File: src/rtl/i2c_step_master.sv
module i2c_step_master #(
  parameter int         AW        = 5,
  parameter logic [7:0] IDLE_CODE = 8'hF8
) (
  input  logic          clk,
  input  logic          rst_n,
  input  logic          reg_we,
  input  logic [AW-1:0] reg_addr,
  input  logic [7:0]    reg_wdata,
  output logic [7:0]    reg_rdata,
  output logic          irq,
  output logic          scl_oe,
  input  logic          scl_in,
  output logic          sda_oe,
  input  logic          sda_in
);
  localparam logic [AW-1:0] A_SAD = AW'(8'h00);
  localparam logic [AW-1:0] A_XAD = AW'(8'h04);
  localparam logic [AW-1:0] A_DAT = AW'(8'h08);
  localparam logic [AW-1:0] A_CTL = AW'(8'h0C);
  localparam logic [AW-1:0] A_STS = AW'(8'h10);
  localparam logic [AW-1:0] A_CLK = AW'(8'h14);
  localparam logic [AW-1:0] A_RST = AW'(8'h18);
  localparam int            TW    = 12;

  typedef enum logic [2:0] {S_IDLE, S_START, S_RSTART, S_BIT, S_HOLD, S_STOP} state_t;

  state_t          st;
  logic [1:0]      ph;
  logic [3:0]      bcnt;
  logic [7:0]      sad, xad, dat, sh, stat;
  logic [6:0]      ccr;
  logic            ack_en, flag, stop_rq, start_rq, bus_en, int_en;
  logic            is_addr, rx, rdm, ackq, s1, sbit;
  logic [TW-1:0]   tcnt, tlim;
  logic            run, tick;

  assign tlim = ((TW'(ccr[6:3]) + TW'(1)) << ccr[2:0]) - TW'(1);
  assign run  = (st != S_IDLE) && (st != S_HOLD);
  assign tick = run && (tcnt == tlim);
  assign irq  = flag & int_en;

  always_ff @(posedge clk or negedge rst_n)
    if (!rst_n)               tcnt <= '0;
    else if (!run || tick)    tcnt <= '0;
    else                      tcnt <= tcnt + TW'(1);

  always_comb begin
    scl_oe = 1'b0;
    sda_oe = 1'b0;
    case (st)
      S_START:  begin scl_oe = (ph == 2'd2); sda_oe = (ph != 2'd0); end
      S_RSTART: begin scl_oe = (ph == 2'd0) || (ph == 2'd3); sda_oe = ph[1]; end
      S_STOP:   begin scl_oe = (ph == 2'd0); sda_oe = !ph[1]; end
      S_BIT: begin
        scl_oe = (ph == 2'd0) || (ph == 2'd3);
        if (bcnt == 4'd8) sda_oe = rx && ackq;
        else              sda_oe = !rx && !sh[7];
      end
      S_HOLD:   scl_oe = 1'b1;
      default:  ;
    endcase
  end

  always_comb begin
    case (reg_addr)
      A_SAD:   reg_rdata = sad;
      A_XAD:   reg_rdata = xad;
      A_DAT:   reg_rdata = dat;
      A_CTL:   reg_rdata = {int_en, bus_en, start_rq, stop_rq, flag, ack_en, 2'b00};
      A_STS:   reg_rdata = stat;
      A_CLK:   reg_rdata = {1'b0, ccr};
      default: reg_rdata = 8'h00;
    endcase
  end

  always_ff @(posedge clk or negedge rst_n) begin
    if (!rst_n) begin
      st <= S_IDLE; ph <= '0; bcnt <= '0;
      sad <= '0; xad <= '0; dat <= '0; sh <= '0; stat <= IDLE_CODE; ccr <= '0;
      ack_en <= 1'b0; flag <= 1'b0; stop_rq <= 1'b0; start_rq <= 1'b0;
      bus_en <= 1'b0; int_en <= 1'b0;
      is_addr <= 1'b0; rx <= 1'b0; rdm <= 1'b0; ackq <= 1'b0; s1 <= 1'b1; sbit <= 1'b1;
    end else begin
      if (reg_we) begin
        case (reg_addr)
          A_SAD: sad <= reg_wdata;
          A_XAD: xad <= reg_wdata;
          A_DAT: dat <= reg_wdata;
          A_CTL: begin
            ack_en   <= reg_wdata[2];
            flag     <= flag & reg_wdata[3];
            stop_rq  <= reg_wdata[4];
            start_rq <= reg_wdata[5];
            bus_en   <= reg_wdata[6];
            int_en   <= reg_wdata[7];
          end
          A_CLK: ccr <= reg_wdata[6:0];
          default: ;
        endcase
      end

      case (st)
        S_IDLE:
          if (bus_en && start_rq && !flag) begin st <= S_START; ph <= '0; end
        S_HOLD:
          if (!flag) begin
            ph   <= '0;
            bcnt <= '0;
            if (stop_rq)       st <= S_STOP;
            else if (start_rq) st <= S_RSTART;
            else begin
              st   <= S_BIT;
              rx   <= !is_addr && rdm;
              sh   <= dat;
              ackq <= ack_en;
              if (is_addr) rdm <= dat[0];
            end
          end
        S_START:
          if (tick) begin
            if (ph == 2'd2) begin
              st <= S_HOLD; stat <= 8'h08; flag <= 1'b1; start_rq <= 1'b0; is_addr <= 1'b1;
            end else ph <= ph + 2'd1;
          end
        S_RSTART:
          if (tick) begin
            if (ph == 2'd3) begin
              st <= S_HOLD; stat <= 8'h10; flag <= 1'b1; start_rq <= 1'b0; is_addr <= 1'b1;
            end else ph <= ph + 2'd1;
          end
        S_STOP:
          if (tick) begin
            if (ph == 2'd2) begin
              st <= S_IDLE; stop_rq <= 1'b0; stat <= IDLE_CODE;
            end else ph <= ph + 2'd1;
          end
        S_BIT:
          if (tick) begin
            ph <= ph + 2'd1;
            if (ph == 2'd1) s1 <= sda_in;
            if (ph == 2'd2) begin
              sbit <= sda_in;
              if (scl_in && (sda_in != s1)) begin
                st <= S_IDLE; stat <= 8'h00; flag <= 1'b1;
                start_rq <= 1'b0; stop_rq <= 1'b0;
              end
            end
            if (ph == 2'd3) begin
              if (bcnt == 4'd8) begin
                st <= S_HOLD; flag <= 1'b1; is_addr <= 1'b0;
                if (is_addr)   stat <= rdm ? (sbit ? 8'h48 : 8'h40) : (sbit ? 8'h20 : 8'h18);
                else if (rx) begin dat <= sh; stat <= ackq ? 8'h50 : 8'h58; end
                else           stat <= sbit ? 8'h30 : 8'h28;
              end else begin
                sh   <= {sh[6:0], sbit};
                bcnt <= bcnt + 4'd1;
              end
            end
          end
        default: st <= S_IDLE;
      endcase

      if (reg_we && (reg_addr == A_RST) && reg_wdata[0]) begin
        st <= S_IDLE; ph <= '0; bcnt <= '0; flag <= 1'b0;
        start_rq <= 1'b0; stop_rq <= 1'b0; stat <= IDLE_CODE; is_addr <= 1'b0;
      end
    end
  end
endmodule

File: config.mk
export PLATFORM = sky130hd
export DESIGN_NAME = i2c_step_master
export DESIGN_NICKNAME = d
export VERILOG_FILES = /design/src/rtl/i2c_step_master.sv
export SDC_FILE = /design/constraint.sdc
export NUM_CORES = 1
export LEC_CHECK = 0
export ABC_AREA = 1
export BUFFER_PORTS_ARGS = -buffer_cell sky130_fd_sc_hd__buf_2
export CAP_MARGIN = 20
export CORE_UTILIZATION = 40
export CTS_BUF_LIST = sky130_fd_sc_hd__clkbuf_4 sky130_fd_sc_hd__clkbuf_8
export CTS_CLUSTER_SIZE = 20
export DETAILED_ROUTE_END_ITERATION = 7
export PLACE_DENSITY = 0.6
export SYNTH_ARGS = -nofsm -noshare
export SYNTH_HDL_FRONTEND = slang
export SYNTH_SLANG_ARGS = --single-unit
File: constraint.sdc
create_clock -name clk -period 2.5 [get_ports clk]
set_clock_uncertainty 0.05 [all_clocks]
set_input_delay 0.5 -clock clk [delete_from_list [all_inputs] [get_ports clk]]
set_output_delay 0.5 -clock clk [all_outputs]
set_load 0.03 [all_outputs]
After elaboration in Yosys (flattened, before gate mapping):

Index checks and enable logic that the tools add are counted.
W data, S select, Z words.

* register bits after elaboration: 80
* input bits: 18
* word-level logic and storage cells: 230

* add/sub/neg operators: 5
* eq/ne operators: 39
* shifts and indexed selects: 1
* multiplexer cells: 114
* bitwise gates (word level): 5
* reduce and logical (&&, ||, !) cells: 44

Operators with widths (count)
* $mux W8: 26
* $pmux W8 S6: 1
* $mux W3: 15
* $ne A3 B3 Y1 const B: 14
* $mux W1: 40
* $pmux W8 S4: 1
* $mux W4: 7
* $reduce_and A8 Y1: 3
* $mux W7: 3
* $pmux W3 S6: 1
* $mux W2: 8
* $pmux W8 S2: 1
* $eq A5 B5 Y1 const B: 3
* $add A12 B1 Y12 const B: 1
* $eq A12 B12 Y1: 1
* $mux W12: 1
* $ne A2 B2 Y1 const B: 6
* $shl A5 B3 Y12: 1
* $sub A12 B1 Y12 const B: 1
* $eq A5 B4 Y1 const B: 2
* $logic_and A1 B1 Y1: 10
* $pmux W2 S5: 1
* $reduce_and A5 Y1: 2
* $pmux W1 S3: 3
* 36 further kinds: 56

Logic depth before layout (Yosys ltp):

Gate-level depths: netlist (run 1).

* depth after elaboration: 10
* mapped depth: 24
* gate-level depth less buffers: 23

Worst setup path before layout (run 1):

Ideal clock, no wire load.

* path type: register to register
* start point: register ccr[3]
* end point: register dat[5]
* arrival time: 2524 ps
* slack: -191 ps
* stages on the path, launching flop included: 22
* path buffers: 1
* clock period less this slack: 2691 ps
* cells stage by stage: dfrtp_1 > ha_1 > o21ai_2 > nor2_1 > nand2_1 > ha_1 > nand2_2 > clkinv_2 > nand2_2 > inv_2 > nand2_1 > nand3_1 > nand3_1 > nor2_2 > nand2_2 > nor2_8 > nand3_4 > nor2_4 > nand2_4 > buf_6 > nand2_2 > o21ai_2

* cells in the longest elaborated chain, start to end: 7

RTL lines
* start, declared: line 32 `logic [6:0] ccr;`
* start signal, assigned: line 98 `A_CLK: ccr <= reg_wdata[6:0];`
* $add A4 B1 Y5: line 38 `assign tlim = ((TW'(ccr[6:3]) + TW'(1)) << ccr[2:0]) - TW'(1);`
* $shl A5 B3 Y12: line 38
* $sub A12 B1 Y12: line 38
* $eq A12 B12 Y1: line 40 `assign tick = run && (tcnt == tlim);`
* $logic_and A1 B1 Y1: line 40
* $mux W8: line 139 `if (tick) begin`
* $mux W8: line 103 `case (st)`
* end signal, assigned: line 89 `A_DAT: dat <= reg_wdata;`
* end signal, assigned: line 153 `else if (rx) begin dat <= sh; stat <= ackq ? 8'h50 : 8'h58; end`
* end, declared: line 31 `logic [7:0] sad, xad, dat, sh, stat;`

Every way passes these cells.
A chain may end at the register's enable or synchronous reset.

Worst setup path in the final report (run 1):

* start point: register ccr[3]
* end point: register dat[6]

Same word-level chain as after synthesis.

==> results.yml, run 1 <==
sta:
  setup_viol: 51
  fin_crit_sh: 1.13
  worst_slew_pin_slew_ns: 0.728
  rsz0062_at_grt: "yes"
  hold_viol_final: 0
  finalMaxSlewViolations: 0
  max_freq_ghz: 0.353
  max_slew_margin: 0.513
  timing.final.ws_setup_ns: -0.335
  min_period_ns: 2.84
worst_setup_path:
  critPathMaxFanout: 7
  worst_ep_arrival_time_ns: 3.10
  cp_slowest_stage_delay_ns: 0.43
  cp-end-kind: "flop"
  crit_chain: "buf_4 > inv_1 > nand2_2 > nor2_2 > nand2_2 > ha_4 > nand2_4 > clkinv_4 > o21bai_1 > nand2_1 > nor2_2 > inv_2 > nor2_4 > nand2_4 > nor2_8 > nand3_4 > nor2_4 > nand2_4 > o21ai_2"
  crit_top_cell: "nand2_4"
  worstPathRequired_ns: 2.76
  cp-start-kind: "flop"
  cp_slowest_cell: "dfrtp_2"
  crit_type: "flop to flop"
detailed_routing:
  avgViaCountPerCell: 5.18
  ant_nets: 0
  drt-total-wl_um: 16100
  remaining_drc_errors: 0
  drt_iter0_drc: 361
  dr.pass1.iters: 5
  wl_per_cell_um: 15.0
  vias: 5557
logic_synthesis:
  avgSynthCellArea_um2: 7.12
  yosys_warnings: 0
  synth.distinct_cells: 45
  yosysSeqAreaShare: 0.360
  synth_nets: 814
  synth_ff_type: "dfrtp_1"
  synth_commonest_cells: "213 x nand2_1, 97 x inv_1, 73 x dfrtp_1"
  postSynthCellCount: 785
  yosysTopAreaCellShare: 0.327
  syn-cell-area_um2: 5590
  synthArstFlopShare: 1.00
  synth_edf_count: 0
  ys_ff_latch: 80
  synth_top_cell_by_area: "dfrtp_1"
  yosysMostFrequentCell: "nand2_1"
  synthTopCellsByArea: "dfrtp_1 33%, nand2_1 14%, inv_1 6.5%, o21ai_0 6.1%, nor2_1 4.5%"
final_layout:
  stdcell_count: 1073
  diodes: 0
  final_area_um2: 7210
  syn_to_final_growth_pct: 29.1
  nets: 921
  drive_gt1_frac: 0.330
outcome:
  status: "complete, but fails checks"
  violations: "negative setup slack"
clock_network:
  clk_path_buf_depth: 2
  cts_tree: "done"
  h-tree-depth: 3
  cts_num_sinks: 80
  clkTransAtPathRegs_ns: 0.10
  cts_buffers: 9
  cts_root_buffer: "clkbuf_8"
  cts_hold_buf: 0
  worstSkewPairLatency_ns: 0.38
placement:
  dp_cells: 1033
  pre_cts_slack_ns: -0.422
  dpl.hpwl_um: 11600
  gp_congestion: 0.918
  dpl_cell_area_um2: 6390
  portBuffers: 28
global_route:
  grt_overflow: 0
  grt_pass1_vias: 5248
  grt_pass1_wl_um: 26100
  antenna_found_initial: 0
  grtUsageTotal: 0.230
  grt_max_degree: 42
die:
  start_util: 0.415
  io_pins: 29
  placement_rows: 42
  die_y_um: 120
  core_um2: 13500
  die_w_um: 120
  die_area_um2: 14400
power_and_ir_drop:
  ir_worst_vdd_mv: 0.575
  power_uw: 6900
  cellPowerDensity_nw_per_um2: 956
  p_leak_uw: 0.00334
min_path:
  holdCritPathClass: "input port to async pin"
run:
  cap_violations: 0
critical path, delay by kind of cell, from the launching register on:
kind	cells	cell delay (ns)
fa+ha+maj	1	0.18
flops	1	0.43
simple gates	12	1.45
compound gates	2	0.30
buf+inv	4	0.37
per-stage QoR:
step / TNS, ns / utilization / hold WS, ns
finish: -13.40 / 0.536 / 0.0676
global route: -23.15 / 0.536 / 0.105
CTS: -14.56 / 0.509 / 0.0774
detailed placement: -14.56 / 0.475 / 0.421
global placement: -12.25 / 0.475 / 0.418
floorplan: -2.11 / - / 0.154
repair_timing:
| action | in CTS | in global routing |
|---|---|---|
| cloned | 3 | 1 |
| buffers inserted | 8 | 14 |
| gates resized for setup | 46 | 75 |
| endpoints found under the setup margin | 53 | 62 |
| pin swaps | 19 | 28 |
cells in the final DEF (no fill, tap or decap), types with 16 or more instances in the layout:
master   count
inv_1       93
o21ai_0     58
nand2_1    192
o21ai_2     22
nand2_2     37
dfrtp_1     69
nor2_1      49
buf_4       74
nand3_1     40
nand3_2     20
nor2_2      16
buf_2       25
path summary, 6_finish.rpt:
check                             start      end  slack, ns  depth (start not counted)
min in group clk           reg_wdata[1]   xad[1]       0.32                          3
hold reg to reg                 stat[6]  stat[6]       0.41                          2
hold / removal                    rst_n  tcnt[0]       0.07                          1
setup reg to reg                 ccr[3]   dat[6]      -0.34                         19
setup / recovery                 ccr[3]   dat[6]      -0.34                         19
max in group asynchronous         rst_n       s1       1.64                          2
report_power, final:
part	internal (uW)	leakage (uW)	switching [uW]
Clock	382	0.0000969	553
Sequential	1630	0.000989	320
Combinational	1600	0.00226	2410
layout make-up:
type | count | area [um2]
fill | 1320 | 6240
multi-input combinational | 584 | 3520
clock inverter | 7 | 60.1
tap | 176 | 220
sequential | 80 | 2020
timing repair buffer | 110 | 843
timing repair inverter | 1 | 5.00
clock buffer | 9 | 124
inverter | 106 | 424
registers in the layout, indices dropped and copies added (netlist names), 2 cells and up:
name,count
sh,8
bcnt,4
ph,2
stat,8
sad,8
ccr,7
xad,8
st,3
dat,8
tcnt,12
per-layer routing:
layer / share of wire / global-route usage
met1: 0.44 / 0.305
met2: 0.50 / 0.387
met3: 0.044 / 0.0325
met4: 0.015 / 0.0695
met5: 0 / 0
kinds of logic after synthesis:
family          Yosys count  synth area share
compound gates          134             0.146
xor+xnor                  8            0.0125
fa+ha+maj                11            0.0246
buf+inv                 123            0.0882
flops                    80             0.360
mux                       1           0.00202
simple gates            428             0.366
No activity file was read; power rests on OpenSTA's default activity.
==> run 2: changes to the inputs <==
Settings changed: CORE_UTILIZATION 40 to 42, PLACE_DENSITY 0.6 to 0.62, SETUP_SLACK_MARGIN set to 0.3.
==> run 2 against run 1 <==
  * The flow still finishes with violations (negative setup slack)
  * Hold slack lost 0.034 ns
  * First-iteration DRC count grew 19%
  * Flip-flop and latch count unchanged
  * Clock power fell by 2%
  * Sequential power about the same
  * Register-to-register slack lost 0.03 ns
  * Sequential share of layout area fell by 1.8 points
  * Final cell count rose by 0.93%
  * Via count rose by 2.5%
  * Setup slack lost 0.027 ns
  * Cell area up 6.9%
  * Fmax decreased by 0.95%
==> results.yml, run 2 (synthesis gave the netlist of run 1 again) <==
outcome:
  status: "complete, but fails checks"
  violations: "negative setup slack"
die:
  die_y_um: 117
  die_w_um: 117
  start_util: 0.437
  placement_rows: 41
  core_um2: 12800
  io_pins: 29
  die_area_um2: 13800
detailed_routing:
  drt-total-wl_um: 16800
  vias: 5698
  drt_iter0_drc: 428
  ant_nets: 0
  dr.pass1.iters: 5
  wl_per_cell_um: 15.5
  avgViaCountPerCell: 5.26
  remaining_drc_errors: 0
global_route:
  antenna_found_initial: 0
  grt_pass1_wl_um: 27200
  grtUsageTotal: 0.248
  grt_overflow: 0
  grt_max_degree: 43
  grt_pass1_vias: 5640
clock_network:
  clk_path_buf_depth: 2
  cts_root_buffer: "clkbuf_8"
  clkTransAtPathRegs_ns: 0.09
  h-tree-depth: 3
  cts_hold_buf: 0
  cts_buffers: 9
  cts_num_sinks: 80
  worstSkewPairLatency_ns: 0.39
  cts_tree: "done"
final_layout:
  syn_to_final_growth_pct: 37.9
  largest_reg_flops: 12
  final_util: 0.603
  multi_input_area_um2: 3800
  drive_gt1_frac: 0.397
  layout_common_cells: "181 x nand2_1, 84 x buf_4, 76 x inv_1, 68 x dfrtp_1, 59 x o21ai_0"
  final_common_cell: "nand2_1"
  max_flop_register: "tcnt"
  diodes: 0
  nets: 935
  fillers: 1143
  regArea_um2: 2020
worst_setup_path:
  crit_type: "flop to flop"
  reg2reg_depth: 21
  worst_ep_arrival_time_ns: 3.08
  cp-start-kind: "flop"
  critPathMaxFanout: 6
  cp-end-kind: "flop"
  worstPathRequired_ns: 2.72
  r2r_slack_ns: -0.36
  reg2reg_from: "ccr[4]"
  r2r_end: "bcnt[0]"
sta:
  holdWs_ns: 0.0337
  max_freq_ghz: 0.349
  fin_crit_sh: 1.15
  hold_viol_final: 0
  tns_ns: -13.94
  finalMaxSlewViolations: 0
  timing.final.ws_setup_ns: -0.363
  max_slew_margin: 0.570
  worst_slew_pin_slew_ns: 0.639
  min_period_ns: 2.86
  setup_viol: 51
  rsz0062_at_grt: "yes"
placement:
  gp_congestion: 0.872
  pre_cts_slack_ns: -0.386
  portBuffers: 28
  dpl.hpwl_um: 11900
power_and_ir_drop:
  cellPowerDensity_nw_per_um2: 928
  ir_worst_vdd_mv: 0.669
  p_leak_uw: 0.00353
  power_uw: 7150
min_path:
  holdCritPathClass: "input port to async pin"
run:
  cap_violations: 0
run 2: metal layers:
metal | share of wire | GRT usage | up-vias
li1 | - | - | 2811
met1 | 0.42 | 0.309 | 2692
met2 | 0.50 | 0.426 | 159
met3 | 0.056 | 0.0520 | 36
met4 | 0.024 | 0.0804 | 0
met5 | 0 | 0 | -
run 2: worst max-delay path, cell delays in order (launching register included):
cell      delay [ns]
dfrtp_1         0.42
ha_4            0.29
o21ai_4         0.06
nor2_4          0.11
nand2_2         0.09
ha_4            0.18
nand2_4         0.07
clkinv_4        0.06
o21bai_1        0.12
nand2_1         0.07
nor2_2          0.11
inv_1           0.06
nor2_2          0.12
nand2_2         0.09
nor2_8          0.14
nand3_4         0.15
nand2_4         0.12
nand2_4         0.08
nor2_8          0.16
inv_4           0.06
nand2_2         0.06
nand2_2         0.05
run 2: power by group:
group | switching, uW | internal (uW) | total, uW
clock network | 534 | 384 | 917
logic | 2510 | 1750 | 4260
registers | 342 | 1630 | 1980
total | 3380 | 3770 | 7150
run 2: worst max path at each step:
stage | startpoint | to | slack [ns]
2_1_floorplan | ccr[4] | dat[5] | -0.14
3_3_place_gp | ccr[3] | sh[1] | -0.31
3_5_place_dp | ccr[4] | sh[7] | -0.39
4_1_cts | ccr[4] | ph[1] | -0.28
5_1_grt | ccr[4] | bcnt[0] | -0.55
6_report | ccr[4] | bcnt[0] | -0.36
run 2: repair_timing:
item                                    4_1_cts  5_1_grt
cloned                                        3        1
buffers inserted                             20       13
pin swaps                                    30       34
resized for setup                           128      102
endpoints found under the setup margin       62       62
run 2: final cells by class:
class | count | share of cell area
clock buffer | 10 | 0.0170
timing repair buffer | 126 | 0.137
inverter | 106 | 0.0567
multi-input combinational | 583 | 0.493
sequential | 80 | 0.262
clock inverter | 6 | 0.00649
tap | 172 | 0.0279
run 2: metrics by stage:
step / area [um2] / instances
after global placement: 6390 / 1030
after CTS: 7220 / 1069
after floorplan: 5640 / 785
final: 7710 / 1083
after global routing: 7710 / 1083
after detailed placement: 6390 / 1030
==> run 3: changes to the inputs <==
Settings changed: MAX_ROUTING_LAYER set to met4.
==> run 3 against run 2 <==
  * Setup slack lost 0.0083 ns
  * Global-route usage grew 0.92 points
  * Largest cell class unchanged
  * Flip-flop and latch count is the same
  * The flow still finishes with violations (negative setup slack)
  * Critical path depth shrank 2
==> results.yml, run 3 (synthesis gave the netlist of run 1 again) <==
outcome:
  status: "complete, but fails checks"
  violations: "negative setup slack"
power_and_ir_drop:
  ir_worst_vdd_mv: 0.485
  power_uw: 7700
  p_leak_uw: 0.00361
  cellPowerDensity_nw_per_um2: 967
sta:
  min_period_ns: 2.87
  rsz0062_at_grt: "yes"
  finalMaxSlewViolations: 0
  holdWs_ns: 0.0489
  timing.final.ws_setup_ns: -0.371
  max_freq_ghz: 0.348
  worst_slew_pin_slew_ns: 0.734
  fin_crit_sh: 1.15
  setup_viol: 51
  tns_ns: -13.64
  hold_viol_final: 0
  max_slew_margin: 0.509
final_layout:
  max_flop_register: "tcnt"
  layout_common_cells: "168 x nand2_1, 89 x buf_4, 76 x inv_1, 68 x dfrtp_1, 55 x o21ai_0"
  fillers: 1118
  diodes: 0
  syn_to_final_growth_pct: 42.5
  largest_reg_flops: 12
  drive_gt1_frac: 0.440
  final_util: 0.623
  final_common_cell: "nand2_1"
  nets: 947
die:
  die_y_um: 117
  start_util: 0.437
  io_pins: 29
  die_area_um2: 13800
  placement_rows: 41
  die_w_um: 117
  core_um2: 12800
global_route:
  grt_pass1_vias: 5739
  antenna_found_initial: 0
  grt_overflow: 0
  grt_pass1_wl_um: 27500
  grt_max_degree: 43
  grtUsageTotal: 0.258
worst_setup_path:
  r2r_end: "dat[0]"
  r2r_slack_ns: -0.37
  worstPathRequired_ns: 2.72
  worst_ep_arrival_time_ns: 3.09
  crit_end: "dat[0]"
  cp-start-kind: "flop"
  reg2reg_depth: 19
  critPathMaxFanout: 8
  reg2reg_from: "ccr[3]"
  cp-end-kind: "flop"
  crit_path_start: "ccr[3]"
  crit_type: "flop to flop"
detailed_routing:
  wl_per_cell_um: 15.7
  dr.pass1.iters: 5
  ant_nets: 0
  avgViaCountPerCell: 5.31
  vias: 5814
  drt_iter0_drc: 404
  remaining_drc_errors: 0
  drt-total-wl_um: 17200
clock_network:
  worstSkewPairLatency_ns: 0.37
  clk_path_buf_depth: 2
  h-tree-depth: 3
  cts_tree: "done"
  cts_hold_buf: 0
  cts_buffers: 9
  cts_num_sinks: 80
  clkTransAtPathRegs_ns: 0.09
  cts_root_buffer: "clkbuf_8"
placement:
  dpl.hpwl_um: 11800
  portBuffers: 28
  gp_congestion: 0.889
min_path:
  holdCritPathClass: "input port to async pin"
run:
  cap_violations: 0
## run 3: layer usage
metal,global-route usage,up-vias,wire [um]
li1,-,2840,-
met1,0.309,2789,7270
met2,0.431,146,8810
met3,0.0447,39,703
met4,0.0982,0,408
met5,-,-,0
## run 3: layout make-up
cell class / count / area [um2] / area share
clock buffer: 10 / 131 / 0.0165
clock inverter: 6 / 70.1 / 0.00880
inverter: 106 / 450 / 0.0566
multi-input combinational: 584 / 3910 / 0.492
sequential: 80 / 2020 / 0.253
tap: 172 / 215 / 0.0270
timing repair buffer: 136 / 1150 / 0.145
timing repair inverter: 1 / 11.3 / 0.00141
## run 3: how the worst min path moves through the flow
stage / startpoint / cells after the start / end / slack, ns
after floorplan: rst_n / 0 / ack_en / 0.15
after global placement: sh[4] / 2 / sh[4] / 0.42
after detailed placement: sh[3] / 2 / sh[3] / 0.42
after CTS: rst_n / 1 / sad[0] / 0.05
after global routing: rst_n / 1 / ccr[4] / 0.07
final: rst_n / 1 / ccr[3] / 0.05
## run 3: through the flow
stage	worst slack [ns]	area (um2)	instances
floorplan	-0.142	5640	785
global placement	-0.310	6390	1030
detailed placement	-0.393	6390	1030
CTS	-0.254	7360	1078
global route	-0.543	7960	1095
finish	-0.371	7960	1095
## run 3: repair_timing
| item | in CTS | in global routing |
|---|---|---|
| endpoints found under the setup margin | 62 | 63 |
| cloned | 3 | 2 |
| pin swaps | 34 | 54 |
| gates resized for setup | 141 | 136 |
| setup buffers | 29 | 15 |
## run 3: report_power, final
part | switching, uW | total [uW] | leakage [uW] | internal (uW)
logic | 2800 | 4760 | 0.00252 | 1960
registers | 325 | 1960 | 0.000988 | 1630
clock network | 504 | 981 | 0.0000925 | 477
total | 3630 | 7700 | 0.00361 | 4080
## run 3: worst max-delay path, cell delays in order (launching register included)
cell,delay (ns)
dfrtp_2,0.43
ha_4,0.29
o21ai_4,0.06
nor2_4,0.10
nand2_2,0.09
ha_4,0.18
nand2_4,0.07
clkinv_4,0.06
o21bai_1,0.11
nand2_1,0.07
nor2_2,0.11
inv_1,0.06
nor2_2,0.12
nand2_2,0.10
nor2_8,0.17
nand3_4,0.16
nor2_4,0.27
nand2_8,0.12
nand2_2,0.10
o21ai_2,0.05
